==> src/rtl/spi_hold_pkg.sv <==
package spi_hold_pkg;
  // Qualified serial-clock events in the system clock domain
  typedef struct packed {
    logic active; // chip select asserted
    logic start;  // chip select just asserted
    logic rise;   // rising serial edge, not held
    logic fall;   // falling serial edge, not held
  } sck_evt_t;
endpackage

==> src/rtl/spi_sync.sv <==
module spi_sync #(
  parameter int WIDTH = 4,
  parameter int STAGES = 2,
  parameter logic [WIDTH-1:0] RST_VAL = '0
) (
  input  logic             clk,
  input  logic             rst,
  input  logic [WIDTH-1:0] d,
  output logic [WIDTH-1:0] q
);
  logic [WIDTH-1:0] stage_q [STAGES];

  always_ff @(posedge clk) begin
    if (rst) begin
      for (int i = 0; i < STAGES; i++) stage_q[i] <= RST_VAL;
    end else begin
      stage_q[0] <= d;
      for (int i = 1; i < STAGES; i++) stage_q[i] <= stage_q[i-1];
    end
  end

  assign q = stage_q[STAGES-1];
endmodule

==> src/rtl/spi_hold_ctrl.sv <==
module spi_hold_ctrl (
  input  logic clk,
  input  logic rst,
  input  logic csn_s,
  input  logic sck_s,
  input  logic hold_n_s,
  output logic held_d,
  output logic held_q
);
  // Hold may only change while the clock is low; chip select high clears it
  always_comb begin
    if (csn_s)       held_d = 1'b0;
    else if (!sck_s) held_d = !hold_n_s;
    else             held_d = held_q;
  end

  always_ff @(posedge clk) begin
    if (rst) held_q <= 1'b0;
    else     held_q <= held_d;
  end

  assert_hold_frozen_sck_high_R8: assert property (@(posedge clk) disable iff (rst)
    (!csn_s && sck_s) |=> $stable(held_q));
  assert_hold_entry_R6: assert property (@(posedge clk) disable iff (rst)
    (!csn_s && !sck_s && !hold_n_s) |=> held_q);
  assert_hold_cleared_by_cs_R9: assert property (@(posedge clk) disable iff (rst)
    csn_s |=> !held_q);
endmodule

==> src/rtl/spi_edge_gen.sv <==
module spi_edge_gen
  import spi_hold_pkg::*;
(
  input  logic     clk,
  input  logic     rst,
  input  logic     sck_s,
  input  logic     csn_s,
  input  logic     held_q,
  output sck_evt_t evt
);
  logic sck_prev_q;
  logic csn_prev_q;

  always_ff @(posedge clk) begin
    if (rst) begin
      sck_prev_q <= 1'b0;
      csn_prev_q <= 1'b1;
    end else begin
      sck_prev_q <= sck_s;
      csn_prev_q <= csn_s;
    end
  end

  // Edges are gated by the hold state from before this cycle
  always_comb begin
    evt.active = !csn_s;
    evt.start  = !csn_s && csn_prev_q;
    evt.rise   = !csn_s && !held_q && sck_s && !sck_prev_q;
    evt.fall   = !csn_s && !held_q && !sck_s && sck_prev_q;
  end

  assert_no_edge_while_held_R7: assert property (@(posedge clk) disable iff (rst)
    held_q |-> !(evt.rise || evt.fall));
  assert_rise_is_pulse_R2: assert property (@(posedge clk) disable iff (rst)
    evt.rise |=> !evt.rise);
endmodule

==> src/rtl/spi_bit_engine.sv <==
module spi_bit_engine
  import spi_hold_pkg::*;
#(
  parameter int DATA_W = 8
) (
  input  logic              clk,
  input  logic              rst,
  input  sck_evt_t          evt,
  input  logic              held_d,
  input  logic              held_q,
  input  logic              si_s,
  input  logic [DATA_W-1:0] tx_data_i,
  input  logic              tx_en_i,
  output logic              so_o,
  output logic              so_oe_o,
  output logic [DATA_W-1:0] rx_data_o,
  output logic              rx_valid_o
);
  localparam int CNT_W = (DATA_W > 1) ? $clog2(DATA_W) : 1;
  localparam logic [CNT_W-1:0] CNT_LAST = CNT_W'(DATA_W - 1);

  logic [CNT_W-1:0]  cnt_q;
  logic [DATA_W-1:0] rx_sr_q;
  logic [DATA_W-1:0] tx_sr_q;
  logic [DATA_W-1:0] rx_next;

  assign rx_next = {rx_sr_q[DATA_W-2:0], si_s};

  always_ff @(posedge clk) begin
    if (rst) begin
      cnt_q      <= '0;
      rx_sr_q    <= '0;
      tx_sr_q    <= '0;
      rx_data_o  <= '0;
      rx_valid_o <= 1'b0;
      so_oe_o    <= 1'b0;
    end else begin
      rx_valid_o <= 1'b0;
      so_oe_o    <= evt.active && !held_d && tx_en_i;
      if (!evt.active) begin
        cnt_q   <= '0;
        rx_sr_q <= '0;
      end else begin
        if (evt.start) tx_sr_q <= tx_data_i;
        if (evt.rise) begin
          rx_sr_q <= rx_next;
          if (cnt_q == CNT_LAST) begin
            cnt_q      <= '0;
            rx_data_o  <= rx_next;
            rx_valid_o <= 1'b1;
          end else begin
            cnt_q <= cnt_q + CNT_W'(1);
          end
        end
        if (evt.fall) begin
          if (cnt_q == '0) tx_sr_q <= tx_data_i;
          else             tx_sr_q <= {tx_sr_q[DATA_W-2:0], 1'b0};
        end
      end
    end
  end

  assign so_o = tx_sr_q[DATA_W-1];

  assert_count_frozen_in_hold_R7: assert property (@(posedge clk) disable iff (rst)
    (held_q && evt.active) |=> $stable(cnt_q));
  assert_cs_high_idles_R5: assert property (@(posedge clk) disable iff (rst)
    !evt.active |=> (!so_oe_o && cnt_q == '0));
  assert_no_drive_in_hold_R6: assert property (@(posedge clk) disable iff (rst)
    so_oe_o |-> !held_q);
  assert_valid_single_R2: assert property (@(posedge clk) disable iff (rst)
    rx_valid_o |=> !rx_valid_o);
  assert_valid_at_wrap_R2: assert property (@(posedge clk) disable iff (rst)
    rx_valid_o |-> (cnt_q == '0));
endmodule

==> src/rtl/spi_hold_shifter.sv <==
module spi_hold_shifter
  import spi_hold_pkg::*;
#(
  parameter int DATA_W = 8,
  parameter int SYNC_STAGES = 2
) (
  input  logic              clk,
  input  logic              rst,
  input  logic              sck_i,
  input  logic              csn_i,
  input  logic              si_i,
  input  logic              hold_n_i,
  input  logic [DATA_W-1:0] tx_data_i,
  input  logic              tx_en_i,
  output logic              so_o,
  output logic              so_oe_o,
  output logic [DATA_W-1:0] rx_data_o,
  output logic              rx_valid_o
);
  localparam int PINS = 4;
  localparam logic [PINS-1:0] PIN_RST = 4'b1100; // hold_n, csn high; si, sck low

  logic [PINS-1:0] pins_s;
  logic sck_s, si_s, csn_s, hold_n_s;
  logic held_d, held_q;
  sck_evt_t evt;

  spi_sync #(.WIDTH(PINS), .STAGES(SYNC_STAGES), .RST_VAL(PIN_RST)) u_sync (
    .clk (clk),
    .rst (rst),
    .d   ({hold_n_i, csn_i, si_i, sck_i}),
    .q   (pins_s)
  );

  assign {hold_n_s, csn_s, si_s, sck_s} = pins_s;

  spi_hold_ctrl u_hold (
    .clk      (clk),
    .rst      (rst),
    .csn_s    (csn_s),
    .sck_s    (sck_s),
    .hold_n_s (hold_n_s),
    .held_d   (held_d),
    .held_q   (held_q)
  );

  spi_edge_gen u_edge (
    .clk    (clk),
    .rst    (rst),
    .sck_s  (sck_s),
    .csn_s  (csn_s),
    .held_q (held_q),
    .evt    (evt)
  );

  spi_bit_engine #(.DATA_W(DATA_W)) u_engine (
    .clk        (clk),
    .rst        (rst),
    .evt        (evt),
    .held_d     (held_d),
    .held_q     (held_q),
    .si_s       (si_s),
    .tx_data_i  (tx_data_i),
    .tx_en_i    (tx_en_i),
    .so_o       (so_o),
    .so_oe_o    (so_oe_o),
    .rx_data_o  (rx_data_o),
    .rx_valid_o (rx_valid_o)
  );
endmodule

==> config.mk <==
export PLATFORM = sky130hd
export DESIGN_NAME = spi_hold_shifter
export DESIGN_NICKNAME = d
export VERILOG_FILES = /design/src/rtl/spi_hold_pkg.sv /design/src/rtl/spi_sync.sv /design/src/rtl/spi_hold_ctrl.sv /design/src/rtl/spi_edge_gen.sv /design/src/rtl/spi_bit_engine.sv /design/src/rtl/spi_hold_shifter.sv
export SDC_FILE = /design/constraint.sdc
export NUM_CORES = 1
export LEC_CHECK = 0
export ABC_CLOCK_PERIOD_IN_PS = 1700
export BUFFER_PORTS_ARGS = -buffer_cell sky130_fd_sc_hd__buf_4
export CORE_MARGIN = 8
export CORE_UTILIZATION = 25
export CTS_BUF_LIST = sky130_fd_sc_hd__clkbuf_16
export CTS_CLUSTER_SIZE = 20
export DETAILED_ROUTE_END_ITERATION = 8
export GPL_TIMING_DRIVEN = 0
export PLACE_DENSITY = 0.51
export SYNTH_ARGS = -nofsm -noshare
export SYNTH_HDL_FRONTEND = slang
export SYNTH_SLANG_ARGS = --single-unit
==> constraint.sdc <==
create_clock -name clk -period 1.7 [get_ports clk]
set_input_delay 0.085 -clock clk [delete_from_list [all_inputs] [get_ports clk]]
set_output_delay 0.085 -clock clk [all_outputs]
set_load 0.01 [all_outputs]
==> run metrics, run 1 <==
status=complete, no violations; clock latency at the later pin of the worst-skew pair=0.28 ns; Starting DRT DRC Count=40; die width=95.3 um; crit share post-route=0.891; largest net degree at the start of global routing=13; kind of critical path=flop to flop; Syn-to-layout area delta=28.5%; initial core utilization=0.253; total number of vias=1166; number of placement rows=29; final wirelength=3280 um; H-Tree Depth=2; Critical Path RT=1.92 ns; post-synth top area share=0.497; top cells by area, synth=dfxtp_1, o221a_1, a21oi_2, nand2_2, a21oi_1; Tmin final=1.52 ns; Final Wtd Congestion=0.726; Sink Count=39; Routed Antenna Nets=0; final net count=208; via count of the first global-routing pass=1184; final hold violations=0; setup_tns=0 ns; Filler cells=639; RSZ-0062 raised after global routing=false; Inserted Diodes=0; peak per-stage delay on the critical path=0.43 ns; CTS Buf Count=5; critical path's slowest cell=nor4b_4; Max FO, Critical Path=7; Synth Net Count=176; Yosys cell types=30; core area=6200 um^2; Avg Inst Size Synth=9.95 um^2; share of cells above drive strength 1=0.330; num ports=26; most frequent cells in the layout=dfxtp_1, buf_4, inv_1, a21oi_1, nand2_1; routed length per instance=12.2 um; placed instance count=259; Vias/cell=4.35; Leak Pwr=0.703 nW; TritonCTS clock tree=yes; pwr/cell area=957 nW/um^2; Die ar.=9080 um^2; Die Y=95.3 um; drt first pass iters=4; commonest non-fill, non-tap cell in the layout=dfxtp_1; initial antenna violation count=0; DP Wirelength=2270 um; synthesized cell area=1570 um^2; # setup viols final=0; Setup Skew=0.00514 ns; cell taking the most area after synthesis=dfxtp_1; r2r setup slk=0.18 ns; crit start category=flop; crit path cell chain=nor4b_4, mux2i_4, o221a_1; sequential fraction of the synthesis area=0.497; Remaining Overflow, GRT=0; Clock Path Buffers=2; Post-Synthesis Cells=158; final-report max-slew violation count=0; Slew HR=0.632; DRC Markers=0; clock-pin slew on the worst setup and hold paths=0.06 ns; Final Non-Filler Cells=268; Worst Path Arrival=1.74 ns; Max Freq=660 MHz; Hold Crit Class=input pin to flop; maximum vdd ir drop=0.334 mV; synth warn=0; first-pass GRT wire length=5460 um; Crit. End Element=flop; worst-margin pin slew=0.550 ns; Max Cap Viol=0; number of synthesized register bits=39; CTS root buf=clkbuf_16; Buffers on Ports=24; Tot GR Track Use=0.0771
## through the flow
step                      instance area (um^2)  total power [mW]  worst slack, ns   util  hold slack [ns]
after detailed placement                  1850              1.05          -0.0239  0.298            0.272
after floorplan                           1570              1.01            0.293      -            0.189
final                                     2020              1.93            0.185  0.325           0.0118
after global placement                    1850              1.05          -0.0391  0.298            0.273
after CTS                                 2010              1.95            0.100  0.324           0.0106
after global routing                      2020              1.98           0.0601  0.325           0.0129
## cells by family after synthesis
logic type,synth area share
adder cells (fa/ha/maj),0.0239
AND/OR/NAND/NOR,0.198
multiplexers,0.00637
buffers and inverters,0.0788
flip-flops,0.497
AO/OA/AOI/OAI,0.196
## power by group
| group | total (mW) | internal [mW] | switching [mW] |
|---|---|---|---|
| combinational | 0.0916 | 0.0515 | 0.0401 |
| sequential | 0.946 | 0.935 | 0.0114 |
| clock | 0.895 | 0.533 | 0.362 |
| total | 1.93 | 1.52 | 0.414 |
## state kept, by name, summed over array words and instances, names as in the netlist
signal	count
u_edge.csn_prev_q	1
u_edge.sck_prev_q	1
u_engine.cnt_q	3
u_engine.rx_data_o	8
u_engine.rx_sr_q	7
u_engine.rx_valid_o	1
u_engine.so_oe_o	1
u_engine.tx_sr_q	8
u_hold.held_q	1
u_sync.stage_q	8
## routing by layer
layer / wire, um / track usage / vias to the layer above
met2: 1480 / 0.122 / 22
met4: 65 / 0.0390 / 0
met3: 123 / 0.0213 / 6
met5: 0 / 0 / -
met1: 1610 / 0.0940 / 530
li1: - / - / 608
## cells in the mapped netlist, drive strengths merged
cell type,number
or3,1
nor3,1
and3,1
nor4b,2
buf,6
or4b,1
inv,11
dfxtp,39
nand2b,1
o21ai,9
ha,3
a221oi,1
nor2b,7
nand3,9
a31oi,7
nand2,19
nor2,3
mux2i,1
a21oi,19
clkbuf,5
or2,5
o221a,7
## repair_timing
| action | CTS | global route |
|---|---|---|
| buffers inserted | 0 | 0 |
| resized for setup | 1 | 2 |
| hold endpoints to repair | 2 | 0 |
| hold buffers | 2 | 0 |
| endpoints found under the setup margin | 15 | 14 |
## cell type report
type	count	area [um^2]	share of cell area
buffer	10	78.8	0.0390
clock buffer	5	125	0.0620
inverter	11	41.3	0.0204
timing repair buffer	26	200	0.0991
tap	77	96.3	0.0477
multi-input combinational	97	682	0.338
sequential	39	781	0.387
clock inverter	3	15.0	0.00743
## final timing paths
path / startpoint / end / cells past startpoint
worst max-delay path: u_sync.stage_q[0][6] / u_engine.tx_sr_q[1] / 3
worst min-delay path: sck_i / u_sync.stage_q[0][0] / 2
worst max register to register: u_sync.stage_q[0][6] / u_engine.tx_sr_q[1] / 3
worst min register to register: u_sync.stage_q[0][3] / u_sync.stage_q[0][7] / 1
## critical path: cells and delay by family, from the launching register on
| family | cells | cell delay [ns] |
|---|---|---|
| flip-flops | 1 | 0.39 |
| AO/OA/AOI/OAI | 1 | 0.24 |
| AND/OR/NAND/NOR | 1 | 0.43 |
| multiplexers | 1 | 0.40 |
(Power assumes the default switching activity.)
==> inputs of run 2 (changes only) <==
- ABC_AREA: unset -> 1
==> run metrics, run 2 <==
top flop regs=u_engine.rx_data_o: 8 flops, u_engine.tx_sr_q: 8 flops, u_sync.stage_q: 8 flops; Worst Path Arrival=1.64 ns (-0.10 ns); share of cells above drive strength 1=0.231 (-0.0991); synthesized cell area=1570 um^2 (-0.32%); maximum vdd ir drop=0.362 mV (+8.6%); r2r setup slk=0.21 ns (+0.03 ns); Avg Inst Size Synth=8.33 um^2 (-16%); Yosys cell types=19 (-37%); Max FO, Critical Path=10 (+3); Max Cap Viol=0 (unchanged); Starting DRT DRC Count=32 (-20%); total number of vias=1282 (+9.9%); DRC Markers=0 (unchanged); initial antenna violation count=0 (unchanged); worst r2r src=u_engine.cnt_q[0]; synth warn=0 (unchanged); pwr/cell area=975 nW/um^2 (+1.8%); Reg2Reg Depth=5 (+2); Setup WS pre-CTS=0.0319 ns (+0.0558 ns); Worst Slack Setup Final=0.212 ns (+0.0273 ns); number of synthesized register bits=39 (unchanged); routed length per instance=11.2 um (-8.1%); CTS Buf Count=5 (unchanged); number of placement rows=29 (unchanged); initial core utilization=0.252 (-0.000807); asr flop ratio synth=0 (unchanged); cell taking the most area after synthesis=dfxtp_1; Inserted Diodes=0 (unchanged); RSZ-0062 raised after global routing=false; Post-synth EDFFs=0 (unchanged); worst-margin pin slew=0.452 ns (-0.0974 ns); die width=95.2 um (-0.13%); core area=6200 um^2 (unchanged); worst reg2reg path endpoint=u_engine.rx_data_o[5]; final hold violations=0 (unchanged); synth cell count leaders=dfxtp_1, nor2_1, nand3_1, inv_1; largest family of logic cells by synthesized area=simple AND/OR/NAND/NOR gates; synthesized-area fraction occupied by xor and xnor cells=0 (unchanged); most common cell in the netlist=dfxtp_1; Hold Crit Class=input pin to flop; Die ar.=9060 um^2 (-0.26%); Synth Net Count=206 (+17%); Tot GR Track Use=0.0782 (+0.00110); final net count=238 (+14%); DP Wirelength=2370 um (+4.5%); sequential fraction of the synthesis area=0.498 (+0.00159); # setup viols final=0 (unchanged); num ports=26 (unchanged); Reg area=781 um^2 (unchanged); most frequent cells in the layout=dfxtp_1, nor2_1, buf_4, inv_1, nand3_1; Slew HR=0.699 (+0.0665); Leak Pwr=0.822 nW (+17%); clock-pin slew on the worst setup and hold paths=0.05 ns (about the same); Multi-input gate area=662 um^2 (-2.9%); Crit. End Element=flop; Tot Pwr=1.95 mW (+0.88%); post-layout utilization of the core=0.322 (-0.00303); clock latency at the later pin of the worst-skew pair=0.28 ns (about the same); Compound-Gate Fraction of Synth Area=0.0735 (-0.122); Sink Count=39 (unchanged); Setup Buffers After CTS=0 (unchanged); Vias/cell=4.30 (-1.1%); post-synth top area share=0.498 (+0.00159); multiplexer area fraction after synthesis=0 (-0.00637); Max Freq=672 MHz (+1.8%); status=complete, no violations; Clock Path Buffers=2 (unchanged); Remaining Overflow, GRT=0 (unchanged); setup_tns=0 ns (unchanged); Post-Synthesis Cells=188 (+19%); Die Y=95.2 um (-0.13%); Critical Path RT=1.85 ns (-0.07 ns); H-Tree Depth=2 (unchanged); Final Non-Filler Cells=298 (+11%); number of cells on the worst hold path=3 (+1); worst min-delay path startpoint=si_i; kind of critical path=flop to flop; Routed Antenna Nets=0 (unchanged); Tmin final=1.49 ns (-0.0273 ns); final wirelength=3350 um (+2.1%); adder-cell area share of the yosys netlist=0.0240 (+0.0000763); CTS root buf=clkbuf_16; largest net degree at the start of global routing=13 (unchanged); Syn-to-layout area delta=27.7%; crit share post-route=0.875 (-0.0160); Setup Skew=0.00563 ns (+0.000486 ns); TritonCTS clock tree=yes; Final Wtd Congestion=0.733 (+0.95%); crit start category=flop; final hold slack=0.00618 ns (-0.00563 ns); drt first pass iters=4 (unchanged); Final Instance Area=2000 um^2 (-0.93%); Worst Hold End=u_sync.stage_q[0][1]; placed instance area=1840 um^2 (-0.27%); top_reg_cell synth=dfxtp_1; commonest non-fill, non-tap cell in the layout=dfxtp_1; top cells by area, synth=dfxtp_1, nand3_1, a21oi_1, nand4_1, nor2_1; Buffers on Ports=24 (unchanged); via count of the first global-routing pass=1189 (+0.42%); placed instance count=289 (+12%); first-pass GRT wire length=5550 um (+1.6%); Filler cells=668 (+4.5%); final-report max-slew violation count=0 (unchanged); simple logic cell fraction of the synthesized area=0.325 (+0.127)
## run 2: cells by family after synthesis
kind of cell	after synthesis
adder cells (fa/ha/maj)	3
buffers and inverters	28
flip-flops	39
AO/OA/AOI/OAI	23
AND/OR/NAND/NOR	95
## run 2: final cells by class
| type | instances | share of cell area |
|---|---|---|
| flip-flops and latches | 39 | 0.390 |
| multi-input cells | 121 | 0.331 |
| repair buffers | 26 | 0.100 |
| clock buffers | 5 | 0.0625 |
| well taps | 77 | 0.0482 |
| inverters | 22 | 0.0413 |
| plain buffers | 5 | 0.0188 |
| clock inverters | 3 | 0.00813 |
## run 2: worst max path at each step
stage / startpoint / to / slack [ns] / cells after the start
3_5_place_dp: u_engine.cnt_q[0] / u_engine.rx_data_o[1] / 0.03 / 6
3_3_place_gp: u_engine.cnt_q[0] / u_engine.rx_data_o[7] / 0.04 / 6
5_1_grt: u_engine.cnt_q[0] / u_engine.rx_data_o[2] / 0.05 / 5
2_1_floorplan: u_engine.cnt_q[0] / u_engine.rx_data_o[3] / 0.37 / 6
4_1_cts: u_engine.cnt_q[0] / u_engine.rx_data_o[1] / 0.02 / 6
6_report: u_engine.cnt_q[0] / u_engine.rx_data_o[5] / 0.21 / 5
## run 2: per-layer routing
| metal | up-vias | GRT usage | share of wire |
|---|---|---|---|
| met2 | 33 | 0.105 | 0.42 |
| li1 | 683 | - | - |
| met1 | 558 | 0.103 | 0.48 |
| met5 | - | 0 | 0 |
| met3 | 8 | 0.0323 | 0.082 |
| met4 | 0 | 0.0429 | 0.019 |
## run 2: repair_timing
item | 4_1_cts | 5_1_grt
hold buffers | 2 | 0
hold endpoints to repair | 2 | 0
endpoints found under the setup margin | 0 | 9
resized for setup | 0 | 0
## run 2: worst max-delay path, stage by stage, from the launching register on
cell	delay (ns)
dfxtp_1	0.35
ha_1	0.16
ha_1	0.40
nand3_2	0.28
nand2_1	0.12
a21oi_1	0.06
## run 2: report_power, final
| part | total, mW | switching [mW] | internal, mW |
|---|---|---|---|
| combinational | 0.115 | 0.0629 | 0.0523 |
| clock | 0.890 | 0.355 | 0.535 |
| sequential | 0.945 | 0.00929 | 0.936 |
